## src/rtl/bic_pkg.sv

```systemverilog
// Package: bit positions, write mask and reset value of the control word.
// Assumes the word layout is fixed; widths of sources are parameters elsewhere.
package bic_pkg;
    localparam int WORD_W      = 32;
    localparam int NUM_DMA     = 2;
    localparam int EN_HOST     = 8;
    localparam int EN_UPBELL   = 9;
    localparam int EN_ABORT    = 10;
    localparam int EN_LIN      = 11;
    localparam int EN_RETRY    = 12;
    localparam int ACT_UPBELL  = 13;
    localparam int ACT_ABORT   = 14;
    localparam int ACT_LIN     = 15;
    localparam int EN_LOCAL    = 16;
    localparam int EN_DNBELL   = 17;
    localparam int EN_DMA0     = 18;
    localparam int ACT_DNBELL  = 20;
    localparam int ACT_DMA0    = 21;
    localparam int ACT_SELF    = 23;
    localparam logic [WORD_W-1:0] WR_MASK  = 32'h000F_1F00;
    localparam logic [WORD_W-1:0] RST_WORD = 32'h0001_0000;
endpackage

```

## src/rtl/bic_ctrl_reg.sv

```systemverilog
// Module: holds the writable enable bits of the control word.
// Assumes a single-cycle write strobe; bits outside the mask always read 0.
module bic_ctrl_reg
    import bic_pkg::*;
(
    input  logic              clk,
    input  logic              rst_n,
    input  logic              wr,
    input  logic [WORD_W-1:0] wdata,
    output logic [WORD_W-1:0] ctrl
);
    // Store masked write data; reset enables only the local output.
    always_ff @(posedge clk) begin
        if (!rst_n)
            ctrl <= RST_WORD;
        else if (wr)
            ctrl <= wdata & WR_MASK;
    end
endmodule

```

## src/rtl/bic_dma_pend.sv

```systemverilog
// Module: per-channel DMA interrupt pending state.
// Assumes done and clear are single-cycle pulses; a clear wins over a done.
module bic_dma_pend #(
    parameter int N_CH = 2
) (
    input  logic            clk,
    input  logic            rst_n,
    input  logic [N_CH-1:0] done,
    input  logic [N_CH-1:0] clr,
    output logic [N_CH-1:0] pend
);
    for (genvar i = 0; i < N_CH; i++) begin : g_ch
        // Set on completion, drop on clear, clear has priority.
        always_ff @(posedge clk) begin
            if (!rst_n)
                pend[i] <= 1'b0;
            else if (clr[i])
                pend[i] <= 1'b0;
            else if (done[i])
                pend[i] <= 1'b1;
        end
    end
endmodule

```

## src/rtl/bic_retry_cnt.sv

```systemverilog
// Module: counts consecutive retry responses to one target and emits a
// one-cycle abort when LIMIT is reached. Assumes at most one response per cycle.
module bic_retry_cnt #(
    parameter int LIMIT = 256,
    parameter int TGT_W = 4
) (
    input  logic             clk,
    input  logic             rst_n,
    input  logic             en,
    input  logic             rsp_valid,
    input  logic             rsp_retry,
    input  logic [TGT_W-1:0] rsp_tgt,
    output logic             abort
);
    localparam int CW = $clog2(LIMIT + 1);

    logic [CW-1:0]    cnt, cnt_nx;
    logic [TGT_W-1:0] last_tgt, tgt_nx;
    logic             hit;

    // Next count: restart on non-retry or new target, wrap at the limit.
    always_comb begin
        cnt_nx = cnt;
        tgt_nx = last_tgt;
        hit    = 1'b0;
        if (!en) begin
            cnt_nx = '0;
        end else if (rsp_valid) begin
            if (!rsp_retry) begin
                cnt_nx = '0;
            end else begin
                tgt_nx = rsp_tgt;
                if (cnt != '0 && rsp_tgt == last_tgt)
                    cnt_nx = cnt + CW'(1);
                else
                    cnt_nx = CW'(1);
                if (cnt_nx == CW'(LIMIT)) begin
                    hit    = 1'b1;
                    cnt_nx = '0;
                end
            end
        end
    end

    // Register count, last target and the abort pulse.
    always_ff @(posedge clk) begin
        if (!rst_n) begin
            cnt      <= '0;
            last_tgt <= '0;
            abort    <= 1'b0;
        end else begin
            cnt      <= cnt_nx;
            last_tgt <= tgt_nx;
            abort    <= hit;
        end
    end
endmodule

```

## src/rtl/bic_route.sv

```systemverilog
// Module: derives the read-only active flags from source levels and enables,
// and drives the registered active-low host and local lines.
// Assumes source inputs are synchronous to clk.
module bic_route
    import bic_pkg::*;
#(
    parameter int DB_W = 8
) (
    input  logic               clk,
    input  logic               rst_n,
    input  logic [WORD_W-1:0]  ctrl,
    input  logic [DB_W-1:0]    l2h_bell,
    input  logic [DB_W-1:0]    h2l_bell,
    input  logic               mst_abort,
    input  logic               tgt_abort,
    input  logic               lint_in_n,
    input  logic [NUM_DMA-1:0] dma_pend,
    input  logic [NUM_DMA-1:0] dma_sel,
    input  logic               bist_en,
    output logic [WORD_W-1:0]  status,
    output logic               host_irq_n,
    output logic               lint_out_n
);
    logic [NUM_DMA-1:0] dma_act;
    logic [NUM_DMA-1:0] dma_to_host, dma_to_local;
    logic               host_any, local_any;
    logic               unused_ctrl;

    assign unused_ctrl = ^{ctrl[7:0], ctrl[EN_RETRY], ctrl[31:20], ctrl[15:13]};

    for (genvar i = 0; i < NUM_DMA; i++) begin : g_dma
        // Channel flag and its split to the two lines.
        assign dma_act[i]      = ctrl[EN_DMA0 + i] & dma_pend[i];
        assign dma_to_host[i]  = dma_act[i] & dma_sel[i];
        assign dma_to_local[i] = dma_act[i] & ~dma_sel[i];
    end

    // Assemble the read-only flags of the word.
    always_comb begin
        status             = '0;
        status[ACT_UPBELL] = ctrl[EN_UPBELL] & (|l2h_bell);
        status[ACT_ABORT]  = ctrl[EN_ABORT] & (mst_abort | tgt_abort);
        status[ACT_LIN]    = ctrl[EN_LIN] & ~lint_in_n;
        status[ACT_DNBELL] = ctrl[EN_DNBELL] & (|h2l_bell);
        status[ACT_SELF]   = bist_en;
        for (int i = 0; i < NUM_DMA; i++)
            status[ACT_DMA0 + i] = dma_act[i];
    end

    assign host_any  = status[ACT_UPBELL] | status[ACT_ABORT] | status[ACT_LIN]
                     | status[ACT_SELF] | (|dma_to_host);
    assign local_any = status[ACT_DNBELL] | (|dma_to_local);

    // Register both lines so they change only on a clock edge.
    always_ff @(posedge clk) begin
        if (!rst_n) begin
            host_irq_n <= 1'b1;
            lint_out_n <= 1'b1;
        end else begin
            host_irq_n <= ~(ctrl[EN_HOST] & host_any);
            lint_out_n <= ~(ctrl[EN_LOCAL] & local_any);
        end
    end
endmodule

```

## src/rtl/bic_top.sv

```systemverilog
// Module: bridge interrupt control and status top level.
// Assumes the surrounding bridge holds doorbell, abort and DMA state.
module bic_top
    import bic_pkg::*;
#(
    parameter int DB_W        = 8,
    parameter int TGT_W       = 4,
    parameter int RETRY_LIMIT = 256
) (
    input  logic               clk,
    input  logic               rst_n,
    input  logic               reg_wr,
    input  logic [WORD_W-1:0]  reg_wdata,
    output logic [WORD_W-1:0]  reg_rdata,
    input  logic [DB_W-1:0]    l2h_bell,
    input  logic [DB_W-1:0]    h2l_bell,
    input  logic               mst_abort,
    input  logic               tgt_abort,
    input  logic               lint_in_n,
    input  logic [NUM_DMA-1:0] dma_done,
    input  logic [NUM_DMA-1:0] dma_clr,
    input  logic [NUM_DMA-1:0] dma_sel,
    input  logic               bist_en,
    input  logic               rsp_valid,
    input  logic               rsp_retry,
    input  logic [TGT_W-1:0]   rsp_tgt,
    output logic               retry_abort,
    output logic               host_irq_n,
    output logic               lint_out_n
);
    logic [WORD_W-1:0]  ctrl, status;
    logic [NUM_DMA-1:0] dma_pend;

    bic_ctrl_reg u_reg (
        .clk(clk), .rst_n(rst_n), .wr(reg_wr), .wdata(reg_wdata), .ctrl(ctrl)
    );

    bic_dma_pend #(.N_CH(NUM_DMA)) u_dma (
        .clk(clk), .rst_n(rst_n), .done(dma_done), .clr(dma_clr), .pend(dma_pend)
    );

    bic_retry_cnt #(.LIMIT(RETRY_LIMIT), .TGT_W(TGT_W)) u_retry (
        .clk(clk), .rst_n(rst_n), .en(ctrl[EN_RETRY]),
        .rsp_valid(rsp_valid), .rsp_retry(rsp_retry), .rsp_tgt(rsp_tgt),
        .abort(retry_abort)
    );

    bic_route #(.DB_W(DB_W)) u_route (
        .clk(clk), .rst_n(rst_n), .ctrl(ctrl),
        .l2h_bell(l2h_bell), .h2l_bell(h2l_bell),
        .mst_abort(mst_abort), .tgt_abort(tgt_abort), .lint_in_n(lint_in_n),
        .dma_pend(dma_pend), .dma_sel(dma_sel), .bist_en(bist_en),
        .status(status), .host_irq_n(host_irq_n), .lint_out_n(lint_out_n)
    );

    // Read view: stored enables merged with live flags.
    assign reg_rdata = ctrl | status;
endmodule

```

## config.mk

```make
export PLATFORM = sky130hd
export DESIGN_NAME = bic_top
export DESIGN_NICKNAME = d
export VERILOG_FILES = /design/src/rtl/bic_pkg.sv /design/src/rtl/bic_ctrl_reg.sv /design/src/rtl/bic_dma_pend.sv /design/src/rtl/bic_retry_cnt.sv /design/src/rtl/bic_route.sv /design/src/rtl/bic_top.sv
export SDC_FILE = /design/constraint.sdc
export NUM_CORES = 1
export LEC_CHECK = 0
export BUFFER_PORTS_ARGS = -buffer_cell sky130_fd_sc_hd__buf_2
export CORE_UTILIZATION = 45
export CTS_CLUSTER_DIAMETER = 200
export DETAILED_ROUTE_END_ITERATION = 10
export GPL_TIMING_DRIVEN = 0
export MAX_ROUTING_LAYER = met4
export PLACE_DENSITY_LB_ADDON = 0.2
export SLEW_MARGIN = 15
export SYNTH_ARGS = -nofsm -noshare
export SYNTH_HDL_FRONTEND = slang
export SYNTH_SLANG_ARGS = --single-unit
```

## constraint.sdc

```tcl
create_clock -name clk -period 2.7 [get_ports clk]
set_input_delay 0.54 -clock clk [delete_from_list [all_inputs] [get_ports clk]]
set_output_delay 0.54 -clock clk [all_outputs]
set_load 0.01 [all_outputs]
```

==> out/metrics.cfg <==
[status]
outcome=finished, final reports clean

[power_and_ir_drop]
ir_drop_v=0.000300
leakage_nw=0.949
p_per_area_mw_per_mm2=371

[global_routing]
grt_usage=0.204
grt_pass1_wl_mm=5.51
use_met3=0.0341
grt-ovfl-total=0
grt_use_met2=0.322
antenna_found_initial=0
grt_pass1_vias=1291
grt_max_degree=17
top_usage_layer=met2
grt.met1_usage=0.263

[sta]
fin_skew_ns=0.00990
fmax_mhz=535
finalSetupTns_ns=0
setup_violations=0
relSlewSlack=0.546
rsz0062_at_grt=no
period_needed_ns=1.87
worst_pin_slew_ns=0.680
holdWs_ns=0.335
fin_crit_sh=0.692
drv_slew=0
hold_violations=0

[synthesis]
ys_async_sr_fraction=0
synth_most_common_cell=dfxtp_1
synth_common_cells=27 x dfxtp_1, 22 x buf_4, 15 x nor2b_1
ys.flop_type=dfxtp_1
synth_top_cell_area_share=0.348
yosysUniqueCellTypes=43
synth-edff-count=0
yosysSeqAreaShare=0.348
synth_cells=172
yosysWarnings=0
synth_top_cell_by_area=dfxtp_1
avgSynthCellArea_um2=9.04
syn_area_mm2=0.00156
synth_area_leaders=dfxtp_1 35%, buf_4 11%, mux2i_1 8.4%, nor2b_1 6.0%, nand2_1 3.1%
synth-seq-cells=27

[die]
fp.dieH_um=60.8
io_pins=102
core-area_mm2=0.00315
num_rows=20
die_width_um=60.8
start_util=0.493
die-area_mm2=0.00370

[setup_path]
cp_max_fo=7
path_cells=ha_1 > a211o_1 > nand2_1 > a32oi_1 > nor4_1 > nor3b_1
rr_startpoint=u_retry.cnt[0]$_SDFFE_PN0P_
arrival_ns=2.11
rr_endpoint=u_retry.abort$_SDFF_PN0_
rr_worst_depth=6
cp-end-kind=flop
timing_worst_setup_path_type=flop to flop
r2r_slack_ns=0.83
cp-start-kind=flop
cp_top_family=simple AND/OR/NAND/NOR gates
slowest_stage=dfxtp_1
max_stage_delay_ns=0.39
crit_required_ns=2.94
cp_num_buf_inv=0

[clocking]
root_buffer=clkbuf_4
cts_hold_buffers=0
clockBufferDepth=2
clock-sinks=27
cts_resized=0
cts_tree=built
cts_max_level=1
cts_buffers=3
postCtsSetupRepairBufs=0
insertion_delay_ns=0.33
clk_pin_slew_ns=0.16

[finish]
multi_input_area_um2=862
syn_to_final_growth_pct=28.1
utilization=0.632
diodes=0
final_nets=320
register_area_um2=541
fill_cells=298
layout-drive-gt1-share=0.376
stdcell_count=294

[route]
drc=0
ant_nets=0
wl_per_cell_um=11.3
routed_wl_mm=3.32
route.vias.total=1435
dr.pass1.iters=4
vias_per_cell=4.88
drt_iter0_markers=45

[min_path]
hold-path-endpoint=u_dma.pend[1]$_SDFFE_PP0P_
hold_start=dma_clr[1]
holdPathStages=2
hp-class=primary input to flop

[run]
cap_violations=0

[placement]
place.port_buffers=59
hpwl_mm=2.59
gp_congestion=0.798
placed_cells=290

[power by group]
group | internal, mW | switching (mW) | leakage, nW
Clock | 0.0567 | 0.128 | 0.0139
Combinational | 0.0722 | 0.0631 | 0.715
Sequential | 0.411 | 0.00797 | 0.220
Total | 0.539 | 0.199 | 0.949
[layer usage]
layer | part of all wire | vias up
li1 | - | 743
met1 | 0.46 | 634
met2 | 0.47 | 52
met3 | 0.056 | 6
met4 | 0.011 | 0
met5 | 0 | -
[cells by family after synthesis]
kind of cell / count (synthesis) / share of synthesized area
AOI/OAI and AO/OA: 26 / 0.121
buffers and inverters: 31 / 0.134
muxes: 13 / 0.0837
DFF: 27 / 0.348
xor gates and xnor gates: 5 / 0.0282
and+or+nand+nor: 67 / 0.267
other: 1 / 0.00241
adders and majority gates: 2 / 0.0161
[per-stage QoR]
step	worst slack, ns	instance area, µm²	total power, mW
finish	0.832	1990	0.738
global placement	0.783	1960	0.560
detailed placement	0.760	1960	0.561
CTS	0.854	1990	0.743
global route	0.657	1990	0.772
floorplan	1.03	1610	0.509
[placed cells by master, fill, tap and decap left out, types with 3 or more instances in the layout]
cell,count
nand4_1,3
nor2b_1,15
a21oi_1,3
a311oi_1,4
buf_2,61
nor4_1,7
clkbuf_4,3
a31oi_1,5
nor3b_1,3
xnor2_1,5
conb_1,16
nor2_1,5
dfxtp_1,27
nor3_1,3
mux2i_1,13
nand2_1,13
nand2b_1,3
buf_4,22
nand3_1,4
[final cells by class]
| class | count | share of cell area |
|---|---|---|
| Buffer | 27 | 0.0974 |
| Clock buffer | 3 | 0.0113 |
| Clock inverter | 1 | 0.00377 |
| Inverter | 4 | 0.00754 |
| Multi-Input combinational cell | 129 | 0.433 |
| Sequential cell | 27 | 0.271 |
| Tap cell | 44 | 0.0276 |
| Timing Repair Buffer | 59 | 0.148 |
[state kept, by name, indices dropped and copies added (netlist names)]
register and count:
u_retry.abort 1, u_retry.last_tgt 4, u_route.lint_out_n 1, u_retry.cnt 9, u_reg.ctrl 9, u_dma.pend 2, u_route.host_irq_n 1
[worst max path at each step]
stage | depth (start not counted) | endpoint | slack, ns | startpoint
final | 6 | u_retry.abort$_SDFF_PN0_ | 0.83 | u_retry.cnt[0]$_SDFFE_PN0P_
after detailed placement | 7 | u_retry.cnt[3]$_SDFFE_PN0P_ | 0.76 | rsp_tgt[1]
after floorplan | 6 | u_retry.cnt[6]$_SDFFE_PN0P_ | 1.03 | rsp_tgt[3]
after global routing | 6 | u_retry.abort$_SDFF_PN0_ | 0.66 | u_retry.cnt[1]$_SDFFE_PN0P_
after CTS | 6 | u_retry.abort$_SDFF_PN0_ | 0.85 | u_retry.cnt[0]$_SDFFE_PN0P_
after global placement | 7 | u_retry.cnt[3]$_SDFFE_PN0P_ | 0.78 | rsp_tgt[2]
Note: power is estimated with default switching activity, not from simulation.
